`src/rtl/usbh_irq_pkg.sv`:
```
// Package: shared types and bit positions for the frame-end interrupt block.
// Assumes: status and enable bit positions are fixed by the software view.
package usbh_irq_pkg;

    // One transfer-engine report, each field a single-cycle pulse
    typedef struct packed {
        logic bufx;
        logic stall;
        logic babble;
        logic err;
        logic spd;
        logic ioc;
    } usb_evt_t;

    // Internal cause classes, one flag each
    localparam int C_IOC   = 0;  // completion with interrupt flag
    localparam int C_SPD   = 1;  // short packet
    localparam int C_EINT  = 2;  // error completion, general-status part
    localparam int C_ESOFT = 3;  // error completion, error-status part
    localparam int C_EHARD = 4;  // babble / stall / retries exhausted
    localparam int NCAUSE  = 5;

    // Status register layout
    localparam int STS_INT_BIT = 0;
    localparam int STS_ERR_BIT = 1;

    // Enable register layout
    localparam int EN_W       = 4;
    localparam int EN_ERR_BIT = 0;
    localparam int EN_IOC_BIT = 2;
    localparam int EN_SPD_BIT = 3;
    localparam logic [EN_W-1:0] EN_MASK =
        EN_W'((1 << EN_ERR_BIT) | (1 << EN_IOC_BIT) | (1 << EN_SPD_BIT));

endpackage

```
`src/rtl/usbh_evt_pend.sv`:
```
// Module: usbh_evt_pend
// Collects event pulses into per-class pending flags during a frame.
// At frame_end it presents pending plus same-cycle events for commit,
// then empties the pending store.
// Assumes: event pulses are one cycle wide and synchronous to clk.
module usbh_evt_pend
    import usbh_irq_pkg::*;
(
    input  logic              clk,
    input  logic              rst_n,
    input  usb_evt_t          ev,
    input  logic              frame_end,
    output logic              commit,
    output logic [NCAUSE-1:0] frame_cause
);

    logic [NCAUSE-1:0] ev_cause;
    logic [NCAUSE-1:0] pend_q;

    // Map raw event pulses onto cause classes
    always_comb begin
        ev_cause          = '0;
        ev_cause[C_IOC]   = ev.ioc;
        ev_cause[C_SPD]   = ev.spd;
        ev_cause[C_EINT]  = ev.err;
        ev_cause[C_ESOFT] = ev.err;
        ev_cause[C_EHARD] = ev.babble | ev.stall | ev.bufx;
    end

    // Accumulate pending causes; empty them on the frame boundary
    always_ff @(posedge clk) begin
        if (!rst_n)         pend_q <= '0;
        else if (frame_end) pend_q <= '0;
        else                pend_q <= pend_q | ev_cause;
    end

    // Causes of the ending frame include events in the strobe cycle
    always_comb begin
        commit      = frame_end;
        frame_cause = pend_q | ev_cause;
    end


    pend_empty_chk: assert property (@(posedge clk) disable iff (!rst_n)
        frame_end |=> (pend_q == '0));

endmodule

```
`src/rtl/usbh_sts_reg.sv`:
```
// Module: usbh_sts_reg
// Holds one flag per cause class. Flags are set on commit and cleared
// by write-1-to-clear in their status group; a commit wins over a clear.
// Derives the two visible status bits from the flags.
// Assumes: clr_int / clr_err are already decoded from a status write.
module usbh_sts_reg
    import usbh_irq_pkg::*;
(
    input  logic              clk,
    input  logic              rst_n,
    input  logic              commit,
    input  logic [NCAUSE-1:0] frame_cause,
    input  logic              clr_int,
    input  logic              clr_err,
    output logic              sts_int,
    output logic              sts_err,
    output logic              f_ioc,
    output logic              f_spd,
    output logic              f_esoft,
    output logic              f_ehard
);

    localparam logic [NCAUSE-1:0] ERR_GRP =
        NCAUSE'((1 << C_ESOFT) | (1 << C_EHARD));

    logic [NCAUSE-1:0] flag_q;
    logic [NCAUSE-1:0] grp_clr;
    logic              int_set;

    // Route each flag to the clear strobe of its status group
    always_comb begin
        for (int i = 0; i < NCAUSE; i++)
            grp_clr[i] = ERR_GRP[i] ? clr_err : clr_int;
    end

    for (genvar i = 0; i < NCAUSE; i++) begin : g_flag
        // One cause flag: commit sets it, otherwise a group clear resets it
        always_ff @(posedge clk) begin
            if (!rst_n)                      flag_q[i] <= 1'b0;
            else if (commit && frame_cause[i]) flag_q[i] <= 1'b1;
            else if (grp_clr[i])             flag_q[i] <= 1'b0;
        end
    end

    // Visible status bits and the flags the interrupt gate needs
    always_comb begin
        sts_int = flag_q[C_IOC] | flag_q[C_SPD] | flag_q[C_EINT];
        sts_err = flag_q[C_ESOFT] | flag_q[C_EHARD];
        f_ioc   = flag_q[C_IOC];
        f_spd   = flag_q[C_SPD];
        f_esoft = flag_q[C_ESOFT];
        f_ehard = flag_q[C_EHARD];
        int_set = commit & (frame_cause[C_IOC] | frame_cause[C_SPD] |
                            frame_cause[C_EINT]);
    end


    int_at_frame_chk: assert property (@(posedge clk) disable iff (!rst_n)
        $rose(sts_int) |-> $past(commit));


    err_at_frame_chk: assert property (@(posedge clk) disable iff (!rst_n)
        $rose(sts_err) |-> $past(commit));


    w1c_clear_chk: assert property (@(posedge clk) disable iff (!rst_n)
        (clr_int && !int_set) |=> !sts_int);


    set_wins_chk: assert property (@(posedge clk) disable iff (!rst_n)
        (commit && frame_cause[C_IOC] && clr_int) |=> sts_int);

endmodule

```
`src/rtl/usbh_irq_gate.sv`:
```
// Module: usbh_irq_gate
// Stores the interrupt-enable register and forms the level interrupt
// from the committed cause flags. Hard errors bypass the enables.
// Assumes: en_wdata is only sampled when en_wr is high.
module usbh_irq_gate
    import usbh_irq_pkg::*;
(
    input  logic            clk,
    input  logic            rst_n,
    input  logic            en_wr,
    input  logic [EN_W-1:0] en_wdata,
    input  logic            f_ioc,
    input  logic            f_spd,
    input  logic            f_esoft,
    input  logic            f_ehard,
    output logic [EN_W-1:0] en_q,
    output logic            irq
);

    // Enable register: only the defined bits are stored
    always_ff @(posedge clk) begin
        if (!rst_n)     en_q <= '0;
        else if (en_wr) en_q <= en_wdata & EN_MASK;
    end

    // Level interrupt: each gated cause, plus ungated hard errors
    always_comb begin
        irq = (f_ioc   & en_q[EN_IOC_BIT]) |
              (f_spd   & en_q[EN_SPD_BIT]) |
              (f_esoft & en_q[EN_ERR_BIT]) |
              f_ehard;
    end


    en_mask_chk: assert property (@(posedge clk) disable iff (!rst_n)
        (en_q & ~EN_MASK) == '0);


    hard_irq_chk: assert property (@(posedge clk) disable iff (!rst_n)
        $rose(f_ehard) |-> irq);

endmodule

```
`src/rtl/usbh_frame_irq.sv`:
```
// Module: usbh_frame_irq (top)
// Frame-end interrupt status for a USB host: pending collection,
// status register with write-1-to-clear, and gated level interrupt.
// Assumes: byte offsets STS_OFS / EN_OFS select the two registers and
// DW is at least EN_W bits wide.
module usbh_frame_irq
    import usbh_irq_pkg::*;
#(
    parameter int            DW      = 8,
    parameter int            AW      = 3,
    parameter logic [AW-1:0] STS_OFS = AW'(2),
    parameter logic [AW-1:0] EN_OFS  = AW'(4)
) (
    input  logic          clk,
    input  logic          rst_n,
    input  logic          ev_ioc,
    input  logic          ev_short,
    input  logic          ev_err,
    input  logic          ev_babble,
    input  logic          ev_stall,
    input  logic          ev_bufx,
    input  logic          frame_end,
    input  logic          reg_wr,
    input  logic [AW-1:0] reg_addr,
    input  logic [DW-1:0] reg_wdata,
    output logic [DW-1:0] reg_rdata,
    output logic          sts_usbint,
    output logic          sts_usberr,
    output logic          irq
);

    localparam int PAD_W = DW - EN_W;

    usb_evt_t          ev;
    logic              commit;
    logic [NCAUSE-1:0] frame_cause;
    logic              wr_sts, wr_en;
    logic              clr_int, clr_err;
    logic              f_ioc, f_spd, f_esoft, f_ehard;
    logic [EN_W-1:0]   en_q;
    logic [DW-1:0]     sts_word;
    logic              wdata_unused;

    // Pack event pins and decode register writes
    always_comb begin
        ev.ioc    = ev_ioc;
        ev.spd    = ev_short;
        ev.err    = ev_err;
        ev.babble = ev_babble;
        ev.stall  = ev_stall;
        ev.bufx   = ev_bufx;
        wr_sts    = reg_wr && (reg_addr == STS_OFS);
        wr_en     = reg_wr && (reg_addr == EN_OFS);
        clr_int   = wr_sts && reg_wdata[STS_INT_BIT];
        clr_err   = wr_sts && reg_wdata[STS_ERR_BIT];
    end

    assign wdata_unused = ^reg_wdata[DW-1:EN_W];

    usbh_evt_pend u_pend (
        .clk         (clk),
        .rst_n       (rst_n),
        .ev          (ev),
        .frame_end   (frame_end),
        .commit      (commit),
        .frame_cause (frame_cause)
    );

    usbh_sts_reg u_sts (
        .clk         (clk),
        .rst_n       (rst_n),
        .commit      (commit),
        .frame_cause (frame_cause),
        .clr_int     (clr_int),
        .clr_err     (clr_err),
        .sts_int     (sts_usbint),
        .sts_err     (sts_usberr),
        .f_ioc       (f_ioc),
        .f_spd       (f_spd),
        .f_esoft     (f_esoft),
        .f_ehard     (f_ehard)
    );

    usbh_irq_gate u_gate (
        .clk      (clk),
        .rst_n    (rst_n),
        .en_wr    (wr_en),
        .en_wdata (reg_wdata[EN_W-1:0]),
        .f_ioc    (f_ioc),
        .f_spd    (f_spd),
        .f_esoft  (f_esoft),
        .f_ehard  (f_ehard),
        .en_q     (en_q),
        .irq      (irq)
    );

    // Read mux: status word, enable word, or zero
    always_comb begin
        sts_word              = '0;
        sts_word[STS_INT_BIT] = sts_usbint;
        sts_word[STS_ERR_BIT] = sts_usberr;
        if (reg_addr == STS_OFS)     reg_rdata = sts_word;
        else if (reg_addr == EN_OFS) reg_rdata = {{PAD_W{1'b0}}, en_q};
        else                         reg_rdata = '0;
    end


    irq_src_chk: assert property (@(posedge clk) disable iff (!rst_n)
        irq |-> (sts_usbint || sts_usberr));

endmodule

```
`config.mk`:
```
export PLATFORM = sky130hd
export DESIGN_NAME = usbh_frame_irq
export DESIGN_NICKNAME = d
export VERILOG_FILES = /design/src/rtl/usbh_irq_pkg.sv /design/src/rtl/usbh_evt_pend.sv /design/src/rtl/usbh_sts_reg.sv /design/src/rtl/usbh_irq_gate.sv /design/src/rtl/usbh_frame_irq.sv
export SDC_FILE = /design/constraint.sdc
export NUM_CORES = 1
export LEC_CHECK = 0
export BUFFER_PORTS_ARGS = -buffer_cell sky130_fd_sc_hd__buf_2
export CAP_MARGIN = 20
export CORE_AREA = 2 2 39 41
export DETAILED_ROUTE_END_ITERATION = 7
export DIE_AREA = 0 0 41 43
export GPL_ROUTABILITY_DRIVEN = 0
export GPL_TIMING_DRIVEN = 0
export PLACE_DENSITY_LB_ADDON = 0.3
export SETUP_SLACK_MARGIN = 0.5
export SLEW_MARGIN = 10
export SYNTH_ARGS = -nofsm -noshare
export SYNTH_HDL_FRONTEND = slang
export SYNTH_SLANG_ARGS = --single-unit
export TNS_END_PERCENT = 20
```
`constraint.sdc`:
```
create_clock -name clk -period 2.5 [get_ports clk]
set_input_delay 0.5 -clock clk [delete_from_list [all_inputs] [get_ports clk]]
set_output_delay 0.5 -clock clk [all_outputs]
set_load 0.03 [all_outputs]
```
**Word level (Yosys, flattened, before mapping)**

Index checks and enable logic that the tools add are counted.
W data, S select, Z words.

- Register bits after elaboration: 13
- Input port bits: 21
- Output and inout port bits: 11
- Word-level logic and storage cells: 46

- Equality and inequality tests: 2
- Multiplexer cells: 9
- Bitwise gates (word level): 13
- Reduce and logical (&&, ||, !) cells: 15

Operators by type and width:

| cell | number |
|---|---|
| $reduce_bool A2 Y1 | 5 |
| $logic_and A1 B1 Y1 | 9 |
| $mux W4 | 2 |
| $or A1 B1 Y1 | 8 |
| $mux W1 | 7 |
| $or A5 B5 Y5 | 1 |
| $and A1 B1 Y1 | 3 |
| $eq A3 B2 Y1 const B | 1 |
| $eq A3 B3 Y1 const B | 1 |
| $reduce_or A2 Y1 | 1 |
| $not A1 Y1 | 1 |

**Logic depth before layout (Yosys ltp)**

- Depth after elaboration: 5
- Depth in mapped cells: 3
- Mapped depth without buffers: 3

**Modules after synthesis**

A second synthesis with hierarchy kept.

- Cells, all modules: 69
- Area, all modules: 651.9 um^2

By module, submodules not included:

| module | instances | cells each | area each (um^2) | seq. area each (um^2) |
|---|---|---|---|---|
| usbh_sts_reg | 1 | 22 | 200.2 | 100.1 |
| usbh_evt_pend | 1 | 17 | 188.9 | 100.1 |
| usbh_irq_gate | 1 | 14 | 136.4 | 60.1 |
| usbh_frame_irq | 1 | 16 | 126.4 | 0.0 |

**Least setup slack after synthesis**

Ideal clock, no wire load.

- Kind: input -> output
- From: in reg_addr[1]
- To: out reg_rdata[0]
- Data arrival time: 1238 ps
- Data required time: 2000 ps
- Setup slack: 762 ps
- Cell stages on the path: 3
- Path buffers: 0
- Cells stage by stage: nor2b_1 > nand2_1 > a21oi_1

- Word-level cells in the longest chain between the ends: 3
- Elaborated cells on any way between the ends: 4
- Those cells by class: eq/ne: 2; mux: 2

Ends and longest elaborated chain:

| what | RTL line | text |
|---|---|---|
| from (decl) | usbh_frame_irq.sv:24 | `input logic [AW-1:0] reg_addr,` |
| $eq A3 B3 Y1 | usbh_frame_irq.sv:103 | `else if (reg_addr == EN_OFS) reg_rdata = {{PAD_W{1'b0}}, en_q};` |
| $mux W4 | usbh_frame_irq.sv:103 |  |
| $mux W4 (*) | usbh_frame_irq.sv:102 | `if (reg_addr == STS_OFS) reg_rdata = sts_word;` |
| to (decl) | usbh_frame_irq.sv:26 | `output logic [DW-1:0] reg_rdata,` |

Mark *: on every way between the ends. The rest lies on a longest branch, timed or not.

**Worst setup path in the final report**

- From: reg u_sts.flag_q[1] (netlist: u_sts.f_spd)
- To: out reg_rdata[0]

- Word-level cells in the longest chain between the ends: 3

Ends and longest elaborated chain:

| what | RTL line | text |
|---|---|---|
| from (decl) | usbh_sts_reg.sv:26 | `logic [NCAUSE-1:0] flag_q;` |
| from (signal, indexed assignment) | usbh_sts_reg.sv:39 | `if (!rst_n) flag_q[i] <= 1'b0;` |
| from (signal, indexed assignment) | usbh_sts_reg.sv:40 | `else if (commit && frame_cause[i]) flag_q[i] <= 1'b1;` |
| from (signal, indexed assignment) | usbh_sts_reg.sv:41 | `else if (grp_clr[i]) flag_q[i] <= 1'b0;` |
| $or A1 B1 Y1 (2 in a row) | usbh_sts_reg.sv:47 | `sts_int = flag_q[C_IOC] \| flag_q[C_SPD] \| flag_q[C_EINT];` |
| $mux W4 | usbh_frame_irq.sv:102 |  |

No other way between the ends.

==> impl_summary.log <==
INFO  metric run_status = complete, no violations
INFO  metric antenna_cells = 0
INFO  metric crit_path_top_delay_cell = sky130_fd_sc_hd__or3_1
INFO  metric hold_viol = 0
INFO  metric post_dp_cell_area = 706 µm²
INFO  metric drt-met1-wl = 516 µm
INFO  metric setup_ws = 0.696 ns
INFO  metric worst-setup-path-type = register to output port
INFO  metric die_width = 41 µm
INFO  metric critical_path_data_arrival_time = about 1.3 ns
INFO  metric hold_ws = about 0.46 ns
INFO  metric period_minus_slack = about 1.8 ns
INFO  metric grt_antenna_before_repair = 0
INFO  metric ctsLongestPathBuffers = 2
INFO  metric layout-drive-gt1-share = 36.6%
INFO  metric layout-area-overhead-vs-synth = 29.7%
INFO  metric grt_pass1_vias = 450
INFO  metric firstDrtPassIters = 2
INFO  metric drc = 0
INFO  metric design_area = 732 µm²
INFO  metric detail_route.vias_per_cell = 4.57
INFO  metric via_count = between 400 and 500
INFO  metric portBuffers = 22
INFO  metric hold_path_startpoint = ev_short
INFO  metric clockRootBuffer = sky130_fd_sc_hd__clkbuf_4
INFO  metric power.ir.vdd_worst = 0.000374 V
INFO  metric dpl_worst_slack = 0.758 ns
INFO  metric r2r_setup_slack = 1.69 ns
INFO  metric met3_length = 89 µm
INFO  metric synthTopCellsByArea = sky130_fd_sc_hd__dfxtp_1 (46%), sky130_fd_sc_hd__and4bb_2 (6.7%), sky130_fd_sc_hd__nor2_1 (6.7%)
INFO  metric finalNetCount = 115
INFO  metric yosysWarningCount = 0
INFO  metric chipHeight = around 43 µm
INFO  metric setup-violations-final = 0
INFO  metric setup.worst_path.end_class = output port
INFO  metric yosys_cell_types = 19
INFO  metric finalWirelength = 1080 µm
INFO  metric layout.filler_cells = approximately 150
INFO  metric ys_async_sr_fraction = 0%
INFO  metric critical_path.max_stage_delay = 0.40 ns
INFO  metric reg2regPathDepth = 2
INFO  metric postRouteAntennaNets = 0
INFO  metric cts_inserted_buffers = 3
INFO  metric finalClockSkew = ~0.0015 ns
INFO  metric postCtsSetupRepairBufs = 0
INFO  metric holdPathEnd = u_pend.pend_q[1]
INFO  metric grt_pass1_wl = about 1700 µm
INFO  metric synth-edff-count = 0
INFO  metric number_of_flip_flops_and_latches_in_the_synthesized_netlist = 13
INFO  metric cts_tree = yes
INFO  metric finalMaxSlewViolations = 0
INFO  metric route.top_layer_used = met4
INFO  metric drv_cap = 0
INFO  metric count_leader_synth = sky130_fd_sc_hd__dfxtp_1
INFO  metric global_route.usage.total = 14.9%
INFO  metric detailroute.wirelength.met2 = 463 µm
INFO  metric power.static_leakage = 0.353 nW
INFO  metric design.die.area = approximately 1800 µm²
INFO  metric std_cell_rows = 14
INFO  metric hold_path_class = primary input to register
INFO  metric timing.rr.end = u_sts.f_ehard
INFO  metric grt_max_degree = 11
INFO  metric r2r-start = u_pend.pend_q[4]
INFO  metric cells_on_worst_hold_path = 3
INFO  metric cp-start-kind = register
INFO  metric yosys.area.top_type = sky130_fd_sc_hd__dfxtp_1
INFO  metric synthesis.instances = 64
INFO  metric hpwl = approximately 850 µm
INFO  metric crit_path_cell_trace = or3_1 -> nand2_1 -> a21oi_1 -> buf_2
INFO  metric cts.reportedPaths.clkPinSlew = roughly 0.07 ns
INFO  metric cts_resized = 0
INFO  metric globalRouteOverflowTotal = 0
INFO  metric cts.hold.buffers_added = 0
INFO  metric post_route_clock_period_utilization = a little over 70%
INFO  metric critical_path.max_fanout = 3
INFO  metric core_area = 1380 µm²
INFO  metric p_per_area = between 500 and 600 nW/µm²
INFO  metric initial_utilization = 40.8%
INFO  metric tns = 0 ns
INFO  metric multiInputGateArea = 280 µm²
INFO  metric wire_per_inst = 9.87 µm
INFO  metric syn_area = approximately 560 µm²
INFO  metric finalNonFillerCells = 109
INFO  metric synth-main-ff-cell = sky130_fd_sc_hd__dfxtp_1
INFO  metric clock.fmax = 554 MHz
INFO  metric numPlacedInstances = 105
INFO  metric required_arrival_time_at_the_worst_endpoint = 2.00 ns
INFO  metric synth_area_per_cell = approximately 9 µm²
INFO  metric worst_skew_pair.late_latency = approximately 0.27 ns
INFO  metric regArea = 260 µm²
INFO  metric cts_max_level = 1
INFO  metric synth_largest_type_area_fraction = between 40% and 50%
INFO  metric rsz0062_at_grt = no
INFO  metric ios = 32
INFO  metric synth_top_cells_by_count = sky130_fd_sc_hd__dfxtp_1 (13), sky130_fd_sc_hd__nor2_1 (10), sky130_fd_sc_hd__nand2_1 (9)
INFO  metric drtIter0Drc = 3
INFO  metric clock_sink_count = 13
INFO  metric synth_seq_area_share = 46.1%
-- stage by stage --
step	power [W]	util, %
after floorplan	0.000288	-
after global placement	0.000313	51.0
after detailed placement	0.000315	51.0
after CTS	0.000445	52.9
after global routing	0.000464	52.9
final	0.000434	52.9
-- worst max-delay path, delay by kind of cell, from the launching register on --
kind / cells / cell delay (ns)
buf+inv: 1 / 0.17
simple gates: 2 / 0.48
flops: 1 / 0.32
compound gates: 1 / 0.05
-- registers in the layout (all words and copies together) (netlist names) --
signal         cells
u_gate.en_q        3
u_pend.pend_q      5
u_sts.f_ehard      1
u_sts.f_esoft      1
u_sts.f_ioc        1
u_sts.f_spd        1
u_sts.flag_q       1
-- worst max-delay path by stage --
stage | start | end | depth (start not counted)
3_5_place_dp | reg_addr[1] | reg_rdata[0] | 5
2_1_floorplan | reg_addr[1] | reg_rdata[0] | 3
5_1_grt | u_sts.f_spd | reg_rdata[0] | 4
4_1_cts | u_sts.f_spd | reg_rdata[0] | 4
3_3_place_gp | reg_addr[1] | reg_rdata[0] | 5
6_report | u_sts.f_spd | reg_rdata[0] | 4
-- cells by family after synthesis --
kind of cell / synth area share, %
DFF: 46.1
buffers and inverters: 6.21
muxes: 5.32
AOI/OAI and AO/OA: 8.65
other: 0.665
and+or+nand+nor: 33.0
-- layout make-up --
type | count | share of cell area, %
buffer | 5 | 4.79
clock buffer | 4 | 3.59
multi-input combinational | 49 | 38.3
sequential | 13 | 35.6
tap | 16 | 2.74
timing repair buffer | 22 | 15.0
-- power by group --
group	total, W	internal [W]	switching [W]
Clock	0.000124	0.0000617	0.0000619
Combinational	0.0000840	0.0000340	0.0000500
Sequential	0.000226	0.000220	0.00000679
Total	0.000434	0.000315	0.000119
-- cells in the final DEF (no fill, tap or decap), drive strengths merged --
master / Yosys / layout
nor4: 1 / 1
nand2: 9 / 9
mux2i: 3 / 3
a21oi: 2 / 2
nand3b: 1 / 1
and3: 2 / 2
or2: 1 / 1
nor2b: 4 / 4
and2b: 1 / 1
and4bb: 3 / 3
nor2: 10 / 10
dfxtp: 13 / 13
conb: 1 / 4
a22oi: 1 / 1
nand2b: 1 / 1
or3: 1 / 1
o22ai: 5 / 5
buf: 5 / 27
clkbuf: 0 / 4
-- metal layers --
metal / track usage, % / vias up
li1: - / 271
met1: 18.2 / 205
met2: 22.2 / 20
met3: 3.14 / 2
met4: 10.0 / 0
met5: 0 / -
Note: power is estimated with default switching activity, not from simulation.
